File: src/rtl/dpskd_pkg.sv
package dpskd_pkg;

   typedef enum logic {
      MODE_BIT1 = 1'b0,
      MODE_BIT2 = 1'b1
   } dpsk_mode_e;

   typedef struct packed {
      logic two;   // two bits carried by this decision
      logic b0;    // bit emitted first
      logic b1;    // bit emitted second (two-bit mode only)
   } dpsk_dec_t;

endpackage

File: src/rtl/dpskd_phase_diff.sv
module dpskd_phase_diff
   import dpskd_pkg::*;
#(
   parameter int SAMPLE_W = 6,
   parameter int ERR_W    = 2 * SAMPLE_W
) (
   input  logic                       clk,
   input  logic                       rst_n,
   input  logic                       sym_stb,
   input  dpsk_mode_e                 mode,
   input  logic signed [SAMPLE_W-1:0] cur_i,
   input  logic signed [SAMPLE_W-1:0] cur_q,
   output logic                       dec_vld,
   output dpsk_dec_t                  dec,
   output logic [ERR_W-1:0]           dec_err
);
   localparam int PROD_W = ERR_W + 1;

   logic signed [SAMPLE_W-1:0] ref_i, ref_q;
   logic                       have_ref;

   logic signed [PROD_W-1:0] ci_x, cq_x, pi_x, pq_x;
   logic signed [PROD_W-1:0] re_w, im_w;
   logic                     re_neg, im_neg;
   logic [ERR_W-1:0]         re_mag, im_mag, err_nx;
   dpsk_dec_t                dec_nx;

   // conjugate product: cur * conj(ref)
   always_comb begin
      ci_x   = PROD_W'(cur_i);
      cq_x   = PROD_W'(cur_q);
      pi_x   = PROD_W'(ref_i);
      pq_x   = PROD_W'(ref_q);
      re_w   = ci_x * pi_x + cq_x * pq_x;
      im_w   = cq_x * pi_x - ci_x * pq_x;
      re_neg = re_w[PROD_W-1];
      im_neg = im_w[PROD_W-1];
      re_mag = re_neg ? ERR_W'(-re_w) : ERR_W'(re_w);
      im_mag = im_neg ? ERR_W'(-im_w) : ERR_W'(im_w);
   end

   // decision and error metric per mode
   always_comb begin
      dec_nx = '0;
      err_nx = '0;
      case (mode)
         MODE_BIT1: begin
            dec_nx.two = 1'b0;
            dec_nx.b0  = re_neg;
            dec_nx.b1  = 1'b0;
            err_nx     = im_mag;
         end
         MODE_BIT2: begin
            dec_nx.two = 1'b1;
            dec_nx.b0  = im_neg;
            dec_nx.b1  = re_neg;
            err_nx     = (re_mag >= im_mag) ? (re_mag - im_mag) : (im_mag - re_mag);
         end
         default: begin
            dec_nx = '0;
            err_nx = '0;
         end
      endcase
   end

   always_ff @(posedge clk or negedge rst_n) begin
      if (!rst_n) begin
         ref_i    <= '0;
         ref_q    <= '0;
         have_ref <= 1'b0;
         dec_vld  <= 1'b0;
         dec      <= '0;
         dec_err  <= '0;
      end else begin
         dec_vld <= sym_stb & have_ref;
         if (sym_stb) begin
            ref_i    <= cur_i;
            ref_q    <= cur_q;
            have_ref <= 1'b1;
            dec      <= dec_nx;
            dec_err  <= err_nx;
         end
      end
   end

endmodule

File: src/rtl/dpskd_serial.sv
module dpskd_serial
   import dpskd_pkg::*;
(
   input  logic      clk,
   input  logic      rst_n,
   input  logic      dec_vld,
   input  dpsk_dec_t dec,
   output logic      bit_vld,
   output logic      bit_val
);
   logic pend_q, pend_bit_q;

   // first bit passes straight through, second waits one cycle
   assign bit_vld = dec_vld | pend_q;
   assign bit_val = dec_vld ? dec.b0 : pend_bit_q;

   always_ff @(posedge clk or negedge rst_n) begin
      if (!rst_n) begin
         pend_q     <= 1'b0;
         pend_bit_q <= 1'b0;
      end else begin
         pend_q     <= dec_vld & dec.two;
         pend_bit_q <= dec.b1;
      end
   end

endmodule

File: src/rtl/dpskd_descram.sv
module dpskd_descram #(
   parameter int SCR_LEN = 7,
   parameter int SCR_TAP = 4
) (
   input  logic clk,
   input  logic rst_n,
   input  logic in_vld,
   input  logic in_bit,
   output logic out_vld,
   output logic out_bit
);
   logic [SCR_LEN-1:0] hist_q, hist_nx;
   logic               clear_bit;

   // history shifts in the received (scrambled) bit
   assign hist_nx[0] = in_bit;
   for (genvar k = 1; k < SCR_LEN; k++) begin : g_shift
      assign hist_nx[k] = hist_q[k-1];
   end

   assign clear_bit = in_bit ^ hist_q[SCR_TAP-1] ^ hist_q[SCR_LEN-1];

   always_ff @(posedge clk or negedge rst_n) begin
      if (!rst_n) begin
         hist_q  <= '0;
         out_vld <= 1'b0;
         out_bit <= 1'b0;
      end else begin
         out_vld <= in_vld;
         if (in_vld) begin
            hist_q  <= hist_nx;
            out_bit <= clear_bit;
         end
      end
   end

endmodule

File: src/rtl/dpskd_quality.sv
module dpskd_quality #(
   parameter int ERR_W     = 12,
   parameter int AVG_SHIFT = 4
) (
   input  logic             clk,
   input  logic             rst_n,
   input  logic             dec_vld,
   input  logic [ERR_W-1:0] dec_err,
   input  logic [ERR_W-1:0] thr,
   output logic [ERR_W-1:0] avg,
   output logic             over
);
   logic signed [ERR_W:0]  diff;
   logic        [ERR_W-1:0] step;

   always_comb begin
      diff = $signed({1'b0, dec_err}) - $signed({1'b0, avg});
      step = ERR_W'(diff >>> AVG_SHIFT);
   end

   always_ff @(posedge clk or negedge rst_n) begin
      if (!rst_n)       avg <= '0;
      else if (dec_vld) avg <= avg + step;
   end

   assign over = (avg > thr);

endmodule

File: src/rtl/dpsk_symbol_demod.sv
module dpsk_symbol_demod
   import dpskd_pkg::*;
#(
   parameter int SAMPLE_W  = 6,
   parameter int AVG_SHIFT = 4,
   parameter int SCR_LEN   = 7,
   parameter int SCR_TAP   = 4,
   localparam int ERR_W    = 2 * SAMPLE_W
) (
   input  logic                       clk,
   input  logic                       rst_n,
   input  logic                       sym_stb,
   input  logic                       mode_dqpsk,
   input  logic signed [SAMPLE_W-1:0] sym_i,
   input  logic signed [SAMPLE_W-1:0] sym_q,
   input  logic [ERR_W-1:0]           qual_thr,
   output logic                       rx_valid,
   output logic                       rx_bit,
   output logic [ERR_W-1:0]           err_avg,
   output logic                       err_high
);
   if (SAMPLE_W < 2) begin : g_bad_width
      $error("SAMPLE_W must be at least 2");
   end
   if (SCR_TAP < 1 || SCR_TAP >= SCR_LEN) begin : g_bad_tap
      $error("SCR_TAP must lie between 1 and SCR_LEN-1");
   end
   if (AVG_SHIFT < 1 || AVG_SHIFT >= ERR_W) begin : g_bad_shift
      $error("AVG_SHIFT must lie between 1 and ERR_W-1");
   end

   logic             dec_vld;
   dpsk_dec_t        dec;
   logic [ERR_W-1:0] dec_err;
   logic             ser_vld, ser_bit;

   dpskd_phase_diff #(.SAMPLE_W(SAMPLE_W), .ERR_W(ERR_W)) u_diff (
      .clk     (clk),
      .rst_n   (rst_n),
      .sym_stb (sym_stb),
      .mode    (dpsk_mode_e'(mode_dqpsk)),
      .cur_i   (sym_i),
      .cur_q   (sym_q),
      .dec_vld (dec_vld),
      .dec     (dec),
      .dec_err (dec_err)
   );

   dpskd_serial u_ser (
      .clk     (clk),
      .rst_n   (rst_n),
      .dec_vld (dec_vld),
      .dec     (dec),
      .bit_vld (ser_vld),
      .bit_val (ser_bit)
   );

   dpskd_descram #(.SCR_LEN(SCR_LEN), .SCR_TAP(SCR_TAP)) u_dscr (
      .clk     (clk),
      .rst_n   (rst_n),
      .in_vld  (ser_vld),
      .in_bit  (ser_bit),
      .out_vld (rx_valid),
      .out_bit (rx_bit)
   );

   dpskd_quality #(.ERR_W(ERR_W), .AVG_SHIFT(AVG_SHIFT)) u_qual (
      .clk     (clk),
      .rst_n   (rst_n),
      .dec_vld (dec_vld),
      .dec_err (dec_err),
      .thr     (qual_thr),
      .avg     (err_avg),
      .over    (err_high)
   );

endmodule

File: config.mk
export PLATFORM = sky130hd
export DESIGN_NAME = dpsk_symbol_demod
export DESIGN_NICKNAME = d
export VERILOG_FILES = /design/src/rtl/dpskd_pkg.sv /design/src/rtl/dpskd_phase_diff.sv /design/src/rtl/dpskd_serial.sv /design/src/rtl/dpskd_descram.sv /design/src/rtl/dpskd_quality.sv /design/src/rtl/dpsk_symbol_demod.sv
export SDC_FILE = /design/constraint.sdc
export NUM_CORES = 1
export LEC_CHECK = 0
export ABC_AREA = 1
export BUFFER_PORTS_ARGS = -buffer_cell sky130_fd_sc_hd__buf_2
export CORE_UTILIZATION = 60
export CTS_BUF_LIST = sky130_fd_sc_hd__clkbuf_8
export DETAILED_ROUTE_END_ITERATION = 8
export GPL_TIMING_DRIVEN = 0
export PLACE_DENSITY = 0.76
export SYNTH_ARGS = -nofsm -noshare
export SYNTH_HDL_FRONTEND = slang
export SYNTH_SLANG_ARGS = --single-unit
File: constraint.sdc
create_clock -name clk -period 15.7 [get_ports clk]
set_input_delay 0 -clock clk [delete_from_list [all_inputs] [get_ports clk]]
set_output_delay 0 -clock clk [all_outputs]
set_load 0.02 [all_outputs]
==> run_results.csv <==
group,metric,value,unit
outcome,status,"finished clean",
finish,seq_area,1301,um^2
grt,antenna_found_initial,0,
finish,area_growth,6.217,%
clock_network,cts_max_level,2,
synth,yosysUniqueCellTypes,47,
timing,setup_tns,0,ns
drt,drt-vias-per-instance,5.159,
grt,grt_busiest_layer,"met2",
placed_design,gp_congestion,0.9280,
die,ios,43,
setup_path,cp-start-kind,"flop",
drt,ant_nets,0,
synth,syn_inst,1589,
timing,clock_skew,0.004680,ns
die,fp-row-count,50,
hold_path,whs_path_depth,3,
timing,fin_crit,8.160,ns
setup_path,critPathKind,"reg2reg",
drt,first_iter_violations,544,
placed_design,post-place-cells,1891,
clock_network,numClockSinks,52,
hold_path,hp-class,"in2reg",
clock_network,clk_latency,0.33,ns
synth,syn_area,11690,um^2
die,initial_core_util,61.89,%
clock_network,cts_tree,"yes",
job,maxCapViolCount,0,
setup_path,critPathArrivalTime,8.43,ns
drt,num_vias,9849,
clock_network,clk_path_buf_depth,2,
synth,yosysWarnings,0,
die,design.core.area,18890,um^2
grt,use_met3,2.835,%
timing,hold_slack,0.003540,ns
synth,ys_seq_area_share,11.13,%
hold_path,hold_end,"u_diff.ref_q[4]",
die,die_w,141.6,um
grt,grt.total_usage,28.44,%
timing,rsz0062_at_grt,"false",
setup_path,end_kind,"flop",
grt,grt.met1_usage,33.41,%
synth,syn_nets,1912,
setup_path,rr_startpoint,"u_diff.ref_i[5]",
setup_path,crit_slowest_cell,"dfrtp_1",
timing,clock.fmax,122.5,MHz
setup_path,rr_worst_depth,37,
placed_design,io_buffers,42,
setup_path,path_common_cell,"inv_1",
die,die_h,141.6,um
timing,slew_viol_final,0,
setup_path,r2r_end,"u_diff.dec_err[10]",
synth,ys_ff_latch,52,
placed_design,hpwlAfterDp,22.60,mm
setup_path,required,15.97,ns
finish,multi_input_area,8751,um^2
finish,drive_above_1_share,6.064,%
grt,grt_pass1_wl,45.44,mm
timing,slew_headroom,18.54,%
synth,avgSynthCellArea,7.358,um^2
die,die_area,20050,um^2
grt,overflow,0,
clock_network,clk_pin_slew,0.10,ns
setup_path,critPathMaxStageDelay,0.63,ns
finish,fillers,1698,
timing,fin_crit_sh,51.98,%
clock_network,cts-root-buf,"clkbuf_8",
grt,grt_max_degree,53,
grt,grt_util_met2,53.90,%
drt,routedWlPerCell,13.99,um
setup_path,reg2reg_slack,7.54,ns
timing,worst_pin_slew,1.222,ns
drt,wirelength,26.71,mm
finish,fin_cells,1909,
hold_path,holdCritStartpoint,"sym_q[4]",
timing,setup_viol,0,
drt,dr.pass1.iters,5,
setup_path,cp_max_fo,10,
finish,fin_nets,1971,
timing,hold_viol_final,0,
finish,antenna_cells,0,
clock_network,numCtsBuffers,5,
clock_network,cts.repair.resized,0,
grt,grt_pass1_vias,10134,
drt,post-route-drc-count,0,
==> flip-flops by register name (all words and copies together), names as in the netlist <==
name and cells:
u_qual.avg 12, u_dscr.hist_q 7, u_ser.pend_q 1, u_diff.ref_q 6, u_diff.have_ref 1, u_diff.dec 3
u_diff.dec_vld 1, u_diff.dec_err 12, u_dscr.out_vld 1, u_ser.pend_bit_q 1, u_dscr.out_bit 1, u_diff.ref_i 6
==> timing repair <==
| action | CTS | global route |
|---|---|---|
| endpoints found under the hold margin | 61 | 0 |
| setup buffers | 0 | 0 |
| hold buffers | 10 | 0 |
==> kinds of logic after synthesis <==
logic type | synth area share [%]
buf+inv | 14.03
compound gates | 6.806
xor+xnor | 5.393
simple gates | 21.70
flops | 11.13
fa+ha+maj | 40.94
==> through the flow <==
stage          area (um^2)  worst slack, ns  util, %
3_3_place_gp         12230            7.633    64.72
6_report             12420            7.540    65.74
5_1_grt              12420            7.086    65.74
4_1_cts              12420            7.577    65.74
3_5_place_dp         12230            7.640    64.72
2_1_floorplan        11690            8.764        -
==> final cells by class <==
cell class / instances / share of cell area [%]
tap: 260 / 2.619
clock inverter: 3 / 0.1813
buffer: 46 / 1.582
multi-input combinational: 1107 / 70.46
clock buffer: 5 / 0.5541
inverter: 384 / 11.63
timing repair buffer: 52 / 2.498
sequential: 52 / 10.48
==> cells in the mapped netlist (all sizes together) <==
cell type	n	area share (%)
nand2	427	14
inv	381	12
ha	149	16
fa	146	25
nand3	71	3.3
o21ai	67	3.1
nor2	59	2.0
a21oi	53	2.3
dfrtp	52	11
xor2	48	3.6
clkbuf	39	1.3
xnor2	24	1.8
nand4	15	0.93
or2	15	0.80
buf	7	0.42
nor3	6	0.26
o21bai	6	0.39
a21o	5	0.32
a31oi	3	0.16
clkinv	3	0.096
a21boi	2	0.13
o22ai	2	0.11
a211oi	1	0.064
and2	1	0.054
nand3b	1	0.064
nor4	1	0.054
o211ai	1	0.064
o21a	1	0.064
o221ai	1	0.075
o22a	1	0.075
or3	1	0.054
==> routing by layer <==
| layer | vias to the layer above | share of wire, % |
|---|---|---|
| met5 | - | 0 |
| met4 | 0 | 3.1 |
| met3 | 66 | 4.7 |
| met2 | 240 | 52 |
| met1 | 4647 | 40 |
| li1 | 4896 | - |
==> cells in the final DEF, fill, tap and decap left out, types with 13 or more instances in the layout <==
cell      count
a21oi_1      52
nand2_1     415
fa_1        146
or2_2        13
nand3_1      69
inv_1       375
buf_2        47
ha_1        149
o21ai_0      60
dfrtp_1      52
nor2_1       57
xor2_1       48
nand4_1      14
clkbuf_1     38
xnor2_1      24
==> worst max-delay path by stage <==
| stage | start | end | slack [ns] | cells past startpoint |
|---|---|---|---|---|
| floorplan | u_diff.ref_i[5] | u_diff.dec_err[5] | 8.76 | 35 |
| global placement | u_diff.ref_i[5] | u_diff.dec_err[6] | 7.63 | 35 |
| detailed placement | u_diff.ref_i[5] | u_diff.dec_err[10] | 7.64 | 37 |
| CTS | u_diff.ref_i[5] | u_diff.dec_err[10] | 7.58 | 37 |
| global route | u_diff.ref_i[5] | u_diff.dec_err[9] | 7.09 | 37 |
| finish | u_diff.ref_i[5] | u_diff.dec_err[10] | 7.54 | 37 |
==> critical path, delay by kind of cell (launching register included) <==
kind	cells	cell delay, ns
flops	1	0.63
fa+ha+maj	8	3.37
buf+inv	12	1.42
simple gates	13	1.75
compound gates	4	0.93
Power is left out: the tool's default activity adds up to more than one toggle a clock period on the data nets, which glitch-free logic cannot reach.
